[src/rtl/gpio_mux_pkg.sv]
package gpio_mux_pkg;

    localparam int PORT_W = 8;
    localparam int ADDR_W = 2;

    typedef enum logic [ADDR_W-1:0] {
        RA_PORT  = 2'd0,
        RA_LATCH = 2'd1,
        RA_DIR   = 2'd2,
        RA_NONE  = 2'd3
    } reg_addr_e;

    typedef struct packed {
        logic ld_latch;
        logic ld_dir;
    } wr_sel_t;

    // Port and latch addresses both land in the output latch.
    function automatic wr_sel_t decode_wr(input logic wr, input reg_addr_e a);
        wr_sel_t s;
        s.ld_latch = wr && (a == RA_PORT || a == RA_LATCH);
        s.ld_dir   = wr && (a == RA_DIR);
        return s;
    endfunction

endpackage

[src/rtl/gpio_mux_regs.sv]
module gpio_mux_regs #(
    parameter int W = 8
) (
    input  logic                     clk,
    input  logic                     rst,
    input  gpio_mux_pkg::wr_sel_t    sel,
    input  logic [W-1:0]             wdata,
    output logic [W-1:0]             lat_q,
    output logic [W-1:0]             dir_q
);
    always_ff @(posedge clk) begin
        if (rst) begin
            lat_q <= '0;
            dir_q <= '1;
        end else begin
            if (sel.ld_latch) lat_q <= wdata;
            if (sel.ld_dir)   dir_q <= wdata;
        end
    end
endmodule

[src/rtl/gpio_mux_sync.sv]
module gpio_mux_sync #(
    parameter int W = 8
) (
    input  logic         clk,
    input  logic         rst,
    input  logic [W-1:0] d,
    output logic [W-1:0] q
);
    logic [W-1:0] stage1;

    always_ff @(posedge clk) begin
        if (rst) begin
            stage1 <= '0;
            q      <= '0;
        end else begin
            stage1 <= d;
            q      <= stage1;
        end
    end
endmodule

[src/rtl/gpio_mux_nibble.sv]
// Pad steering for one half of the port. ALT_DRIVES picks the alternate
// function: 1 = block drives alt_val (address bus), 0 = analog input.
module gpio_mux_nibble #(
    parameter int W          = 4,
    parameter bit ALT_DRIVES = 1'b0
) (
    input  logic         io_en,
    input  logic [W-1:0] dir,
    input  logic [W-1:0] lat,
    input  logic [W-1:0] alt_val,
    input  logic [W-1:0] sync_pin,
    output logic [W-1:0] out,
    output logic [W-1:0] oe,
    output logic [W-1:0] rd_val,
    output logic [W-1:0] ana
);
    assign out = io_en ? lat : alt_val;

    generate
        if (ALT_DRIVES) begin : g_bus
            assign oe     = io_en ? ~dir : '1;
            assign rd_val = sync_pin;
            assign ana    = '0;
        end else begin : g_analog
            assign oe     = io_en ? ~dir : '0;
            assign rd_val = io_en ? sync_pin : '0;
            assign ana    = io_en ? '0 : '1;
        end
    endgenerate
endmodule

[src/rtl/gpio_mux_port.sv]
module gpio_mux_port #(
    parameter int PORT_W = gpio_mux_pkg::PORT_W,
    parameter int ADDR_W = gpio_mux_pkg::ADDR_W
) (
    input  logic                clk,
    input  logic                rst,
    input  logic [ADDR_W-1:0]   bus_addr,
    input  logic                bus_wr,
    input  logic                bus_rd,
    input  logic [PORT_W-1:0]   bus_wdata,
    output logic [PORT_W-1:0]   bus_rdata,
    input  logic                hi_io_en,
    input  logic                lo_io_en,
    input  logic [PORT_W/2-1:0] ext_addr,
    input  logic [PORT_W-1:0]   pin_in,
    output logic [PORT_W-1:0]   pin_out,
    output logic [PORT_W-1:0]   pin_oe,
    output logic [PORT_W-1:0]   ana_sel
);
    import gpio_mux_pkg::*;

    localparam int NIB_W = PORT_W / 2;

    reg_addr_e         addr_e;
    wr_sel_t           wsel;
    logic [PORT_W-1:0] lat_q;
    logic [PORT_W-1:0] dir_q;
    logic [PORT_W-1:0] pin_s;
    logic [PORT_W-1:0] port_val;

    assign addr_e = reg_addr_e'(bus_addr);
    assign wsel   = decode_wr(bus_wr, addr_e);

    gpio_mux_regs #(.W(PORT_W)) u_regs (
        .clk   (clk),
        .rst   (rst),
        .sel   (wsel),
        .wdata (bus_wdata),
        .lat_q (lat_q),
        .dir_q (dir_q)
    );

    gpio_mux_sync #(.W(PORT_W)) u_sync (
        .clk (clk),
        .rst (rst),
        .d   (pin_in),
        .q   (pin_s)
    );

    // Lower half: external address bus alternate.
    gpio_mux_nibble #(.W(NIB_W), .ALT_DRIVES(1'b1)) u_lo (
        .io_en    (lo_io_en),
        .dir      (dir_q[NIB_W-1:0]),
        .lat      (lat_q[NIB_W-1:0]),
        .alt_val  (ext_addr),
        .sync_pin (pin_s[NIB_W-1:0]),
        .out      (pin_out[NIB_W-1:0]),
        .oe       (pin_oe[NIB_W-1:0]),
        .rd_val   (port_val[NIB_W-1:0]),
        .ana      (ana_sel[NIB_W-1:0])
    );

    // Upper half: analog input alternate.
    gpio_mux_nibble #(.W(PORT_W-NIB_W), .ALT_DRIVES(1'b0)) u_hi (
        .io_en    (hi_io_en),
        .dir      (dir_q[PORT_W-1:NIB_W]),
        .lat      (lat_q[PORT_W-1:NIB_W]),
        .alt_val  ('0),
        .sync_pin (pin_s[PORT_W-1:NIB_W]),
        .out      (pin_out[PORT_W-1:NIB_W]),
        .oe       (pin_oe[PORT_W-1:NIB_W]),
        .rd_val   (port_val[PORT_W-1:NIB_W]),
        .ana      (ana_sel[PORT_W-1:NIB_W])
    );

    always_comb begin
        bus_rdata = '0;
        if (bus_rd) begin
            unique case (addr_e)
                RA_PORT:  bus_rdata = port_val;
                RA_LATCH: bus_rdata = lat_q;
                RA_DIR:   bus_rdata = dir_q;
                default:  bus_rdata = '0;
            endcase
        end
    end
endmodule

[config.mk]
export PLATFORM = sky130hd
export DESIGN_NAME = gpio_mux_port
export DESIGN_NICKNAME = d
export VERILOG_FILES = /design/src/rtl/gpio_mux_pkg.sv /design/src/rtl/gpio_mux_regs.sv /design/src/rtl/gpio_mux_sync.sv /design/src/rtl/gpio_mux_nibble.sv /design/src/rtl/gpio_mux_port.sv
export SDC_FILE = /design/constraint.sdc
export NUM_CORES = 1
export LEC_CHECK = 0
export BUFFER_PORTS_ARGS = -buffer_cell sky130_fd_sc_hd__buf_2
export CAP_MARGIN = 10
export CORE_MARGIN = 2
export CORE_UTILIZATION = 30
export DETAILED_ROUTE_END_ITERATION = 10
export PLACE_DENSITY = 0.54
export SYNTH_ARGS = -nofsm -noshare
export SYNTH_HDL_FRONTEND = slang
export SYNTH_SLANG_ARGS = --single-unit
[constraint.sdc]
create_clock -name clk -period 1.1 [get_ports clk]
set_clock_uncertainty 0.15 [all_clocks]
set_input_delay 0.165 -clock clk [delete_from_list [all_inputs] [get_ports clk]]
set_output_delay 0.165 -clock clk [all_outputs]
set_load 0.03 [all_outputs]
# == Word level (Yosys, flattened, before mapping) ==
# Index checks and enable logic that the tools add are counted.
# totals
out_inout_bits,32
reg_bits,32
word_cells,20
input_bits,28
# op_classes
bitwise,2
n_eq_ne,2
muxes,8
reduce_logical,4
# op_table
op,count
$mux 4,6
$pmux 8 s3,1
$mux 8,1
$not 4->4,2
$eq 2x1->1 const B,1
$eq 2x2->1 const B,1
$logic_and 1x1->1,2
$logic_not 2->1,1
$logic_or 1x1->1,1

# == Logic depth before layout (Yosys ltp) ==
# logic_depth
ltp_word,3
ltp_mapped,5
depth_no_buf,3

# == Modules after synthesis ==
# A second synthesis with hierarchy kept.
# hier_totals
hier_cells,160
area_unflattened_um2,1624.1
# modules_own_cells
mod,seq_area_each_um2,instances,area_each_um2,cells_per_inst
gpio_mux_regs,320.3,1,589.3,52
gpio_mux_sync,320.3,1,464.2,33
gpio_mux_port,0.0,1,284.0,40
gpio_mux_nibble (u_lo),0.0,1,150.1,18
gpio_mux_nibble (u_hi),0.0,1,136.4,17

# == Worst setup path after synthesis ==
# OpenSTA, ideal clock, no wires.
# synth_timing
path_kind,input port to output port
startpoint,input port bus_rd
endpoint,output port bus_rdata[0]
t_arrival_ps,1123
path_stages,3
required_ps,785
path_buffers,1
path_slack_ps,-338
cell_sequence,buf_2 nand2b_1 o21ai_0
# synth_between
elab_chain_cells,1
# synth_lines
item,line,rtl
"start, declared",gpio_mux_port.sv:9,"input logic bus_rd,"
$mux 8,gpio_mux_port.sv:78,if (bus_rd) begin
"end, declared",gpio_mux_port.sv:11,"output logic [PORT_W-1:0] bus_rdata,"
# Every way passes these cells.

# == Worst setup path in the final report ==
# layout_timing
startpoint,register u_regs.dir_q[1]
endpoint,output port bus_rdata[1]
# layout_between
elab_chain_cells,2
# layout_lines
item,line,rtl
"start, declared",gpio_mux_regs.sv:9,output logic [W-1:0] dir_q
"start signal, assigned",gpio_mux_regs.sv:17,if (sel.ld_dir) dir_q <= wdata;
$pmux 8 s3,gpio_mux_port.sv:79,unique case (addr_e)
$mux 8,gpio_mux_port.sv:78,
# Every way passes these cells.

==> results.json <==
{
  "synth_common_cells": "32 x dfxtp_1, 24 x nand2_1, 17 x nor2b_1, 16 x a21oi_1, 12 x nor2_1",
  "post-place-ws_ps": -299.4,
  "vias": 1348,
  "async_flop_share": 0,
  "synth_cell_types": 23,
  "ff2ff_setup_slack_ps": 230,
  "syn_area_um2": 1415,
  "ir_drop_mv": 0.5956,
  "rsz0062_at_grt": "true",
  "hold_viol": 0,
  "numCtsBuffers": 5,
  "insertion_delay_ps": 290,
  "first_pass_iters": 4,
  "ant_nets": 0,
  "cap_violations": 0,
  "crit_path_max_fanout": 2,
  "powerDensity_nw_per_um2": 1224,
  "synth_area_leaders": "dfxtp_1 45%, nor2b_1 7.5%, nand2_1 6.4%",
  "die_x_um": 72.68,
  "groute.usage.overall": 0.1506,
  "root_buffer": "clkbuf_8",
  "cp.required_ps": 780,
  "fmax_mhz": 735.2,
  "synth_top_area_cell": "dfxtp_1",
  "placementRows": 24,
  "drc": 0,
  "drt-initial-drc-count": 79,
  "cts_buffer_depth": 2,
  "fillers": 377,
  "h-tree-depth": 2,
  "cts_tree": "built",
  "crit_arrival_ps": 1050,
  "startpoint_type": "flop",
  "fin_nets": 273,
  "synth.yosys.seq_area_share": 0.4527,
  "grt_pass1_vias": 1238,
  "initial_core_util": 0.3184,
  "syn_area_per_cell_um2": 8.682,
  "dpl.hpwl_um": 2501,
  "diodes": 0,
  "crit_type": "flop to primary output",
  "min_path_type": "input pin to flop",
  "coreArea_um2": 4444,
  "fin_crit_sh": 1.237,
  "antenna_found_initial": 0,
  "area_growth_pct": 71.97,
  "die-area_um2": 5282,
  "synth_ff_type": "dfxtp_1",
  "finalCriticalPeriod_ps": 1360,
  "cts.sinks": 32,
  "die_height_um": 72.68,
  "grt_pass1_wl_um": 5975,
  "port_buffers": 55,
  "slew_viol_final": 0,
  "status": "finished, violations left",
  "grt_max_degree": 33,
  "power_leakage_nw": 1.069,
  "clkTransAtPathRegs_ps": 60,
  "synth-edff-count": 0,
  "timing.final.ws_setup_ps": -260.2,
  "overflow": 0,
  "finalPower_mw": 2.979,
  "ys_ff_latch": 32,
  "endpoint_kind": "primary output",
  "yosysWarnings": 0,
  "io-pin-count": 60,
  "setup_viol": 25,
  "syn_inst": 163,
  "finalSetupTns_ps": -4262,
  "netlist.area_leader.share": 0.4527,
  "wirelength_um": 3775,
  "drt-wirelength-per-cell_um": 12.67,
  "violations": "negative setup slack",
  "viasPerCell": 4.523,
  "drive_gt1_frac": 0.5325,
  "place_congestion": 0.8670,
  "synth.most_common_cell": "dfxtp_1"
}
-- sequential cells by signal, summed over array words and instances, names as in the netlist --
name and count:
u_regs.dir_q 8, u_regs.lat_q 8, u_sync.q 8, u_sync.stage1 8
-- metal layers --
layer,GRT usage,wire [um],part of all wire
met1,0.1892,1704,0.45
met2,0.2263,1780,0.47
met5,0,0,0
met3,0.05663,195,0.052
met4,0.07407,95,0.025
-- where the power goes --
group / total (mW) / switching (mW) / internal (mW) / leakage, nW
sequential: 1.24 / 0.0267 / 1.21 / 0.263
clock: 1.10 / 0.430 / 0.671 / 0.0552
combinational: 0.635 / 0.324 / 0.311 / 0.751
-- path summary, 6_finish.rpt --
kind | startpoint | to | depth (start not counted)
min | rst | u_regs.lat_q[4]$_SDFFE_PP0P_ | 3
min reg2reg | u_sync.stage1[1]$_SDFF_PP0_ | u_sync.q[1]$_SDFF_PP0_ | 1
max | u_regs.dir_q[1]$_SDFFE_PP1P_ | bus_rdata[1] | 3
max reg2reg | u_regs.dir_q[6]$_SDFFE_PP1P_ | u_regs.dir_q[6]$_SDFFE_PP1P_ | 3
-- critical path: stages (launching register included) --
cell	delay, ps
dfxtp_2	350
mux2i_2	70
o21ai_1	160
buf_4	190
-- metrics by stage --
stage                     hold WS, ps  instances    util  cell area (um^2)
after global placement          231.9        270  0.4043              1797
after CTS                       96.58        297  0.5318              2364
after floorplan                 143.2        166       -              1455
after detailed placement        226.7        270  0.4043              1797
after global routing            109.8        298  0.5476              2434
final                           105.9        298  0.5476              2434
-- placed cells by master, fill, tap and decap left out, drive strengths merged --
cell type    instances
o21ai                4
clkbuf               6
nor2b               17
buf                 74
clkinv               1
and2b                2
nand2               24
conb                 4
nor4bb               1
mux2                 4
bufinv               1
a32oi                4
clkinvlp             1
nand3b               1
nor2                12
dlygate4sd3         16
and2                 4
nand2b               2
nor3                 8
dfxtp               32
mux2i                4
nand3                8
a21oi               16
-- final cells by class --
type / count / area [um^2] / area share
timing repair buffer: 90 / 802.0 / 0.3296
clock inverter: 2 / 35.03 / 0.01440
sequential: 32 / 660.6 / 0.2715
clock buffer: 6 / 72.57 / 0.02982
multi-input combinational: 115 / 790.8 / 0.3249
inverter: 1 / 7.507 / 0.003085
tap: 52 / 65.06 / 0.02674
-- cells by family (layout without fill, tap and decap cells) --
| kind of cell | Yosys count | count (layout) | synth area share |
|---|---|---|---|
| buffers and inverters | 19 | 99 | 0.08399 |
| other | 1 | 4 | 0.002650 |
| flip-flops | 32 | 32 | 0.4527 |
| AND/OR/NAND/NOR | 79 | 79 | 0.3050 |
| multiplexers | 8 | 8 | 0.06012 |
| AO/OA/AOI/OAI | 24 | 24 | 0.09549 |
-- repair_timing --
item / CTS / global route
setup buffers: 3 / 4
hold endpoints to repair: 18 / 0
pin swaps: 11 / 10
resized for setup: 92 / 19
hold buffers: 16 / 0
endpoints found under the setup margin: 24 / 31
Note: power is estimated with default switching activity, not from simulation.
